## config.mk

```make
export PLATFORM = sky130hd
export DESIGN_NAME = amux_front
export DESIGN_NICKNAME = d
export VERILOG_FILES = /design/src/rtl/amux_pkg.sv /design/src/rtl/amux_pin_sync.sv /design/src/rtl/amux_addr_latch.sv /design/src/rtl/amux_data_port.sv /design/src/rtl/amux_front.sv
export SDC_FILE = /design/constraint.sdc
export NUM_CORES = 1
export LEC_CHECK = 0
export ABC_AREA = 1
export BUFFER_PORTS_ARGS = -buffer_cell sky130_fd_sc_hd__buf_2
export CELL_PAD_IN_SITES_DETAIL_PLACEMENT = 1
export CELL_PAD_IN_SITES_GLOBAL_PLACEMENT = 1
export CORE_AREA = 2 2 87 89
export CTS_CLUSTER_DIAMETER = 40
export DETAILED_ROUTE_END_ITERATION = 8
export DIE_AREA = 0 0 89 91
export PLACE_DENSITY_LB_ADDON = 0.1
export REMOVE_ABC_BUFFERS = 1
export SYNTH_ARGS = -nofsm -noshare
export SYNTH_HDL_FRONTEND = slang
export SYNTH_SLANG_ARGS = --single-unit
```

## constraint.sdc

```tcl
create_clock -name clk -period 1.2 [get_ports clk]
set_clock_uncertainty 0.2 [all_clocks]
set_input_delay 0.12 -clock clk [delete_from_list [all_inputs] [get_ports clk]]
set_output_delay 0.12 -clock clk [all_outputs]
set_load 0.02 [all_outputs]
```

## src/rtl/amux_pkg.sv

```systemverilog
package amux_pkg;
  localparam int PIN_W_DEF  = 11;
  localparam int ADDR_W_DEF = 19;
  localparam int DATA_W_DEF = 8;

  typedef struct packed {
    logic rc;
    logic oe_n;
    logic we_n;
  } ctl_t;

  localparam ctl_t CTL_IDLE = '{rc: 1'b1, oe_n: 1'b1, we_n: 1'b1};
endpackage

```

## src/rtl/amux_pin_sync.sv

```systemverilog
module amux_pin_sync #(
  parameter int          W       = 3,
  parameter logic [W-1:0] RST_VAL = '1
) (
  input  logic         clk,
  input  logic         rst,
  input  logic [W-1:0] pin,
  output logic [W-1:0] lvl,
  output logic [W-1:0] rise,
  output logic [W-1:0] fall
);
  logic [W-1:0] prev;

  for (genvar i = 0; i < W; i++) begin : g_bit
    always_ff @(posedge clk) begin
      if (rst) begin
        lvl[i]  <= RST_VAL[i];
        prev[i] <= RST_VAL[i];
      end else begin
        lvl[i]  <= pin[i];
        prev[i] <= lvl[i];
      end
    end
    assign rise[i] = lvl[i] & ~prev[i];
    assign fall[i] = ~lvl[i] & prev[i];

    assert property (@(posedge clk) disable iff (rst) rise[i] |=> !rise[i])
      else $error("edge pulse repeated");
  end
endmodule

```

## src/rtl/amux_addr_latch.sv

```systemverilog
module amux_addr_latch #(
  parameter int PIN_W  = 11,
  parameter int ADDR_W = 19
) (
  input  logic              clk,
  input  logic              rst,
  input  logic              en,
  input  logic              row_edge,
  input  logic              col_edge,
  input  logic [PIN_W-1:0]  pins,
  output logic [ADDR_W-1:0] mem_addr
);
  localparam int COL_W = ADDR_W - PIN_W;

  logic [PIN_W-1:0] pins_q;
  logic             take_row;
  logic             take_col;

  assign take_row = en & row_edge;
  assign take_col = en & col_edge;

  always_ff @(posedge clk) begin
    if (rst) begin
      pins_q   <= '0;
      mem_addr <= '0;
    end else begin
      pins_q <= pins;
      if (take_row) mem_addr[PIN_W-1:0]      <= pins_q;
      if (take_col) mem_addr[ADDR_W-1:PIN_W] <= pins_q[COL_W-1:0];
    end
  end

  assert_row_hold_R4: assert property (@(posedge clk) disable iff (rst)
    !$stable(mem_addr[PIN_W-1:0]) |-> $past(take_row))
    else $error("row half moved without a row edge");
  assert_col_hold_R4: assert property (@(posedge clk) disable iff (rst)
    !$stable(mem_addr[ADDR_W-1:PIN_W]) |-> $past(take_col))
    else $error("column half moved without a column edge");
  assert_mode_gate_R10: assert property (@(posedge clk) disable iff (rst)
    !en |=> $stable(mem_addr))
    else $error("address moved in nibble-bus mode");
endmodule

```

## src/rtl/amux_data_port.sv

```systemverilog
module amux_data_port #(
  parameter int DATA_W = 8
) (
  input  logic              clk,
  input  logic              rst,
  input  logic              en,
  input  logic              oe_lvl,
  input  logic              oe_fall,
  input  logic              we_lvl,
  input  logic              we_rise,
  input  logic [DATA_W-1:0] data_in,
  input  logic [DATA_W-1:0] rd_data,
  input  logic              op_done,
  output logic [DATA_W-1:0] data_out,
  output logic              data_oe,
  output logic              rd_stb,
  output logic              wr_stb,
  output logic [DATA_W-1:0] wr_data,
  output logic              ready
);
  logic [DATA_W-1:0] din_q;
  logic              wr_go;

  assign wr_go = en & we_rise & ready;

  always_ff @(posedge clk) begin
    if (rst) begin
      din_q    <= '0;
      data_out <= '0;
      data_oe  <= 1'b0;
      rd_stb   <= 1'b0;
      wr_stb   <= 1'b0;
      wr_data  <= '0;
      ready    <= 1'b1;
    end else begin
      din_q   <= data_in;
      data_oe <= en & ~oe_lvl & we_lvl;
      rd_stb  <= en & oe_fall;
      wr_stb  <= wr_go;
      if (!oe_lvl) data_out <= rd_data;
      if (wr_go) wr_data <= din_q;
      if (op_done)    ready <= 1'b1;
      else if (wr_go) ready <= 1'b0;
    end
  end

  assert_busy_on_write_R7: assert property (@(posedge clk) disable iff (rst)
    wr_stb |-> !ready)
    else $error("write strobe without busy");
  assert_write_needs_ready_R9: assert property (@(posedge clk) disable iff (rst)
    wr_stb |-> $past(ready))
    else $error("write accepted while busy");
  assert_ready_by_done_R8: assert property (@(posedge clk) disable iff (rst)
    $rose(ready) |-> $past(op_done))
    else $error("ready rose without done");
  assert_rd_pulse_R6: assert property (@(posedge clk) disable iff (rst)
    rd_stb |=> !rd_stb)
    else $error("read strobe longer than one cycle");
  assert_wr_pulse_R7: assert property (@(posedge clk) disable iff (rst)
    wr_stb |=> !wr_stb)
    else $error("write strobe longer than one cycle");
  assert_no_drive_in_write_R11: assert property (@(posedge clk) disable iff (rst)
    (!we_lvl && !$past(we_lvl)) |-> !data_oe)
    else $error("bus driven during write");
endmodule

```

## src/rtl/amux_front.sv

```systemverilog
module amux_front #(
  parameter int PIN_W  = amux_pkg::PIN_W_DEF,
  parameter int ADDR_W = amux_pkg::ADDR_W_DEF,
  parameter int DATA_W = amux_pkg::DATA_W_DEF
) (
  input  logic              clk,
  input  logic              rst,
  input  logic              mode_sel,
  input  logic [PIN_W-1:0]  addr_pins,
  input  logic              rc_sel,
  input  logic              oe_n,
  input  logic              we_n,
  input  logic [DATA_W-1:0] data_in,
  output logic [DATA_W-1:0] data_out,
  output logic              data_oe,
  input  logic [DATA_W-1:0] rd_data,
  input  logic              op_done,
  output logic [ADDR_W-1:0] mem_addr,
  output logic              rd_stb,
  output logic              wr_stb,
  output logic [DATA_W-1:0] wr_data,
  output logic              ready
);
  import amux_pkg::*;

  ctl_t ctl_pin, ctl_lvl, ctl_rise, ctl_fall;
  logic mode_q;

  assign ctl_pin = '{rc: rc_sel, oe_n: oe_n, we_n: we_n};

  always_ff @(posedge clk) begin
    if (rst) mode_q <= 1'b0;
    else     mode_q <= mode_sel;
  end

  amux_pin_sync #(.W($bits(ctl_t)), .RST_VAL(CTL_IDLE)) u_sync (
    .clk  (clk),
    .rst  (rst),
    .pin  (ctl_pin),
    .lvl  (ctl_lvl),
    .rise (ctl_rise),
    .fall (ctl_fall)
  );

  amux_addr_latch #(.PIN_W(PIN_W), .ADDR_W(ADDR_W)) u_addr (
    .clk      (clk),
    .rst      (rst),
    .en       (mode_q),
    .row_edge (ctl_fall.rc),
    .col_edge (ctl_rise.rc),
    .pins     (addr_pins),
    .mem_addr (mem_addr)
  );

  amux_data_port #(.DATA_W(DATA_W)) u_data (
    .clk      (clk),
    .rst      (rst),
    .en       (mode_q),
    .oe_lvl   (ctl_lvl.oe_n),
    .oe_fall  (ctl_fall.oe_n),
    .we_lvl   (ctl_lvl.we_n),
    .we_rise  (ctl_rise.we_n),
    .data_in  (data_in),
    .rd_data  (rd_data),
    .op_done  (op_done),
    .data_out (data_out),
    .data_oe  (data_oe),
    .rd_stb   (rd_stb),
    .wr_stb   (wr_stb),
    .wr_data  (wr_data),
    .ready    (ready)
  );

  assert_hiz_other_mode_R10: assert property (@(posedge clk) disable iff (rst)
    (!mode_sel && !$past(mode_sel)) |=> !data_oe && !rd_stb && !wr_stb)
    else $error("activity in nibble-bus mode");
endmodule

```

## Word-level counts from Yosys, hierarchy flattened

Cells that the tools add are included.

| operators by class | value |
|---|---|
| bitwise logic cells | 15 |
| reduce and logical (&&, ||, !) cells | 1 |

Operator list:

| operator | count |
|---|---|
| AND 1 bit | 11 |
| NOT 1 bit | 4 |
| OR reduction 2 bit | 1 |

| word-level totals | value |
|---|---|
| register bits | 65 |
| bits of input ports | 34 |
| output and inout bits | 39 |
| word-level logic and storage cells | 33 |

## Logic depth before layout (Yosys ltp)

| logic depth | value |
|---|---|
| depth in word-level cells | 4 |
| gate-level depth with buffers | 7 |
| gate-level depth less buffers | 5 |

## By module

A second synthesis with hierarchy kept.

| second synthesis, totals | value |
|---|---|
| cell total of the unflattened synthesis | 309 |
| area total of the unflattened synthesis | 2,298.5 sq um |

By module, submodules not included:

| module | times used | cells an instance | area each (sq um) | sequential area each (sq um) |
|---|---|---|---|---|
| amux_addr_latch | 1 | 155 | 1,109.8 | 600.6 |
| amux_data_port | 1 | 123 | 955.9 | 560.5 |
| amux_pin_sync | 1 | 28 | 202.7 | 120.1 |
| amux_front | 1 | 3 | 30.0 | 20.0 |

## Worst setup path before layout

Ideal clock, no wire load.

| timing path | value |
|---|---|
| path kind | register to register |
| start point | reg u_data.ready |
| end point | reg u_data.wr_data[0] |
| setup time | 0.064 ns |
| data arrival time | 1.014 ns |
| required time | 0.936 ns |
| path slack | -0.078 ns |
| stages on the path, launching flop included | 6 |
| path buffers | 1 |
| clock period less this slack | 1.278 ns |
| cell sequence | dfxtp_1 > buf_4 > nand4_2 > nand2_1 > inv_1 > nor2_1 |

| on the way | value |
|---|---|
| longest elaborated chain between the ends | 1 |

RTL lines:

| element | line | source |
|---|---|---|
| from (decl) | amux_data_port.sv:19 | `output logic ready` |
| from (signal assigned) | amux_data_port.sv:34 | `ready <= 1'b1;` |
| from (signal assigned) | amux_data_port.sv:42 | `if (op_done) ready <= 1'b1;` |
| from (signal assigned) | amux_data_port.sv:43 | `else if (wr_go) ready <= 1'b0;` |
| AND 1 bit | amux_data_port.sv:24 | `assign wr_go = en & we_rise & ready;` |
| to (signal assigned) | amux_data_port.sv:41 | `if (wr_go) wr_data <= din_q;` |
| to (decl) | amux_data_port.sv:18 | `output logic [DATA_W-1:0] wr_data,` |

Every way passes these cells.
A chain may end at the register's enable or synchronous reset.

## Worst setup path in the final report

| timing path | value |
|---|---|
| start point | in rst |
| end point | reg u_sync.lvl[2] |

RTL lines:

| element | line | source |
|---|---|---|
| from (decl) | amux_front.sv:7 | `input logic rst,` |
| to (signal, indexed assignment) | amux_pin_sync.sv:17 | `lvl[i] <= RST_VAL[i];` |
| to (signal, indexed assignment) | amux_pin_sync.sv:20 | `lvl[i] <= pin[i];` |
| to (decl) | amux_pin_sync.sv:8 | `output logic [W-1:0] lvl,` |

No word-level cell between the ends.

==> flow_metrics.py <==
metrics = {
    "cts": {
        "cts-root-buf": "clkbuf_8",
        "clock_latency_ns": 0.33,
        "clk_pin_slew_ns": 0.07,
        "clock_path_buffers": 2,
        "htree_levels": 3,
        "cts_sinks": 65,
        "cts_tree": "done",
        "cts_buffers": 9,
    },
    "sta": {
        "slew_viol_final": 0,
        "timing.final.hold_violations": 0,
        "report.final.setup_viol": 2,
        "fmax_mhz": 815.9,
        "rsz0062_at_grt": "yes",
        "period_share": 1.021,
        "timing.slew.headroom": 0.8515,
        "min_period_ns": 1.226,
        "tightest_slew_ns": 0.2225,
        "setup_slack_ns": -0.02568,
    },
    "worst_hold_path": {
        "min_path_type": "in2reg",
        "holdPathStages": 3,
    },
    "pwr": {
        "seqPwrFrac": 0.478,
        "p_leak_nw": 1.676,
        "power_frac_clock": 0.427,
        "switching_share": 0.2222,
        "p_int_w": 0.003714,
        "p_switching_w": 0.001061,
        "power_density_nw_per_um2": 1377,
        "comb_power_share": 0.095,
        "peakVddDrop_mv": 0.5764,
        "power.total_w": 0.004776,
    },
    "final_layout": {
        "final_layout_size_suffix_gt1_frac": 0.3317,
        "area_growth_pct": 55.56,
        "layout_commonest_cell": "nor2_1",
        "nets": 436,
        "layout_common_cells": "nor2_1, buf_2, dfxtp_1",
        "final_area_um2": 3468,
        "antenna-diode-count": 0,
    },
    "setup_path": {
        "startpoint_type": "input pin",
        "worstSetupPathType": "in2reg",
        "required_ns": 1.22,
        "slowest_delay_ns": 0.64,
        "worstPathCellList": "buf_2 > dlygate4sd3_1 > or2_2",
        "arrival_ns": 1.24,
        "crit_family": "buffers and inverters",
        "endpoint_kind": "flop",
        "worst-path-buf-inv": 2,
        "cp_max_fo": 7,
        "crit_path_top_delay_cell": "dlygate4sd3_1",
        "cp.depth": 3,
        "reg2reg_depth": 4,
    },
    "global_routing": {
        "grt_first_pass_wirelength_um": 9101,
        "grt_antenna_before_repair": 0,
        "grt-ovfl-total": 0,
        "grt_max_degree": 30,
        "grt_pass1_vias": 2014,
        "grt_usage": 0.1480,
    },
    "detailed_routing": {
        "wl_per_cell_um": 11.58,
        "num_vias": 2084,
        "vias_per_cell": 4.119,
        "drt_first_pass_iters": 2,
        "drt_iter0_markers": 30,
        "drc": 0,
        "drtAntennaViolNets": 0,
        "wl_um": 5859,
    },
    "placed_design": {
        "pre_cts_ws_ns": -0.1221,
        "placed_cell_area_um2": 2758,
        "port_buffers": 72,
        "hpwl_um": 3658,
        "place_congestion": 0.7287,
    },
    "synth": {
        "synth_cells": 278,
        "synth-seq-area-share": 0.5836,
        "netlist_area_um2": 2230,
        "ys_types": 19,
        "synth-seq-cells": 65,
        "syn_avg_cell_area_um2": 8.020,
        "yosys_warnings": 0,
    },
    "die": {
        "io_pins": 73,
        "die-area_um2": 8099,
        "start_util": 0.3124,
        "die_h_um": 91,
        "row_count": 31,
        "coreArea_um2": 7137,
        "die_w_um": 89,
    },
    "status": {
        "status": "complete, but fails checks",
        "violations": "negative setup slack",
    },
    "flow_run": {
        "drv_cap": 0,
    },
}
==> metal layers <==
| metal | vias up | global-route usage | part of all wire |
|---|---|---|---|
| met5 | - | 0 | 0 |
| met4 | 0 | 0.07090 | 0.020 |
| met3 | 9 | 0.03727 | 0.049 |
| met2 | 52 | 0.2450 | 0.50 |
| met1 | 950 | 0.1757 | 0.43 |
| li1 | 1073 | - | - |
==> final timing paths <==
check                                                from                              end  slack (ns)
worst min register to register  u_sync.prev[1]$_SDFF_PP1_         u_data.rd_stb$_SDFF_PP0_        0.23
worst min-delay path                                  rst       u_data.din_q[7]$_SDFF_PP0_        0.02
worst max register to register          mode_q$_SDFF_PP0_  u_addr.mem_addr[4]$_SDFFE_PP0P_        0.03
worst max-delay path                                  rst         u_sync.lvl[2]$_SDFF_PP1_       -0.03
==> logic make-up after synthesis <==
family | synth area share
compound gates | 0.06061
buf+inv | 0.1173
flops | 0.5836
simple gates | 0.2385
==> cell type report <==
| cell class | instances | area (um2) |
|---|---|---|
| clock buffer | 15 | 196.4 |
| clock inverter | 1 | 30.03 |
| fill | 899 | 3669 |
| inverter | 50 | 191.4 |
| multi-input combinational | 152 | 718.2 |
| sequential | 65 | 1310 |
| tap | 99 | 123.9 |
| timing repair buffer | 124 | 898.4 |
==> power groups by stage <==
| stage | Clock, W | Sequential [W] | Combinational, W |
|---|---|---|---|
| after global routing | 0.00218 | 0.00229 | 0.000509 |
| final | 0.00204 | 0.00228 | 0.000454 |
| after CTS | 0.00210 | 0.00228 | 0.000434 |
| after global placement | 0 | 0.00233 | 0.000345 |
| after detailed placement | 0 | 0.00233 | 0.000351 |
| after floorplan | 0 | 0.00238 | 0.000126 |
==> metrics by stage <==
| stage | cells | TNS, ns | hold slack [ns] | utilization |
|---|---|---|---|---|
| floorplan | 267 | -1.248 | -0.01093 | - |
| global placement | 452 | -0.9356 | 0.1086 | 0.3864 |
| detailed placement | 452 | -1.997 | 0.1226 | 0.3864 |
| CTS | 502 | -0.04106 | -0.09137 | 0.4683 |
| global route | 506 | -0.5277 | 0.04455 | 0.4860 |
| finish | 506 | -0.03658 | 0.02385 | 0.4860 |
==> cells in the mapped netlist (all sizes together) <==
cell type  instances  area share
a21oi              8       0.018
inv               49       0.082
nand2             31       0.053
dfxtp             65        0.58
o21ai             19       0.043
nor2              72        0.13
buf                8       0.028
or2                4       0.011
nand4              1      0.0056
clkinv             1      0.0017
nand3             17       0.040
clkbuf             3      0.0051
==> registers in the layout, indices dropped and copies added (netlist names) <==
register,cells
mode_q,1
u_addr.mem_addr,19
u_addr.pins_q,11
u_data.data_oe,1
u_data.data_out,8
u_data.din_q,8
u_data.rd_stb,1
u_data.ready,1
u_data.wr_data,8
u_data.wr_stb,1
u_sync.lvl,3
u_sync.prev,3
==> tightest hold or removal path, cell delays in order <==
cell and delay [ns]:
buf_2 0.18, buf_4 0.17, nor2_1 0.04
==> repair_timing <==
item,4_1_cts,5_1_grt
gates resized for setup,10,28
hold endpoints to repair,33,1
setup buffers,2,1
hold buffers,32,3
endpoints found under the setup margin,29,36
pin swaps,1,5
Power figures use the tool's default switching activity.
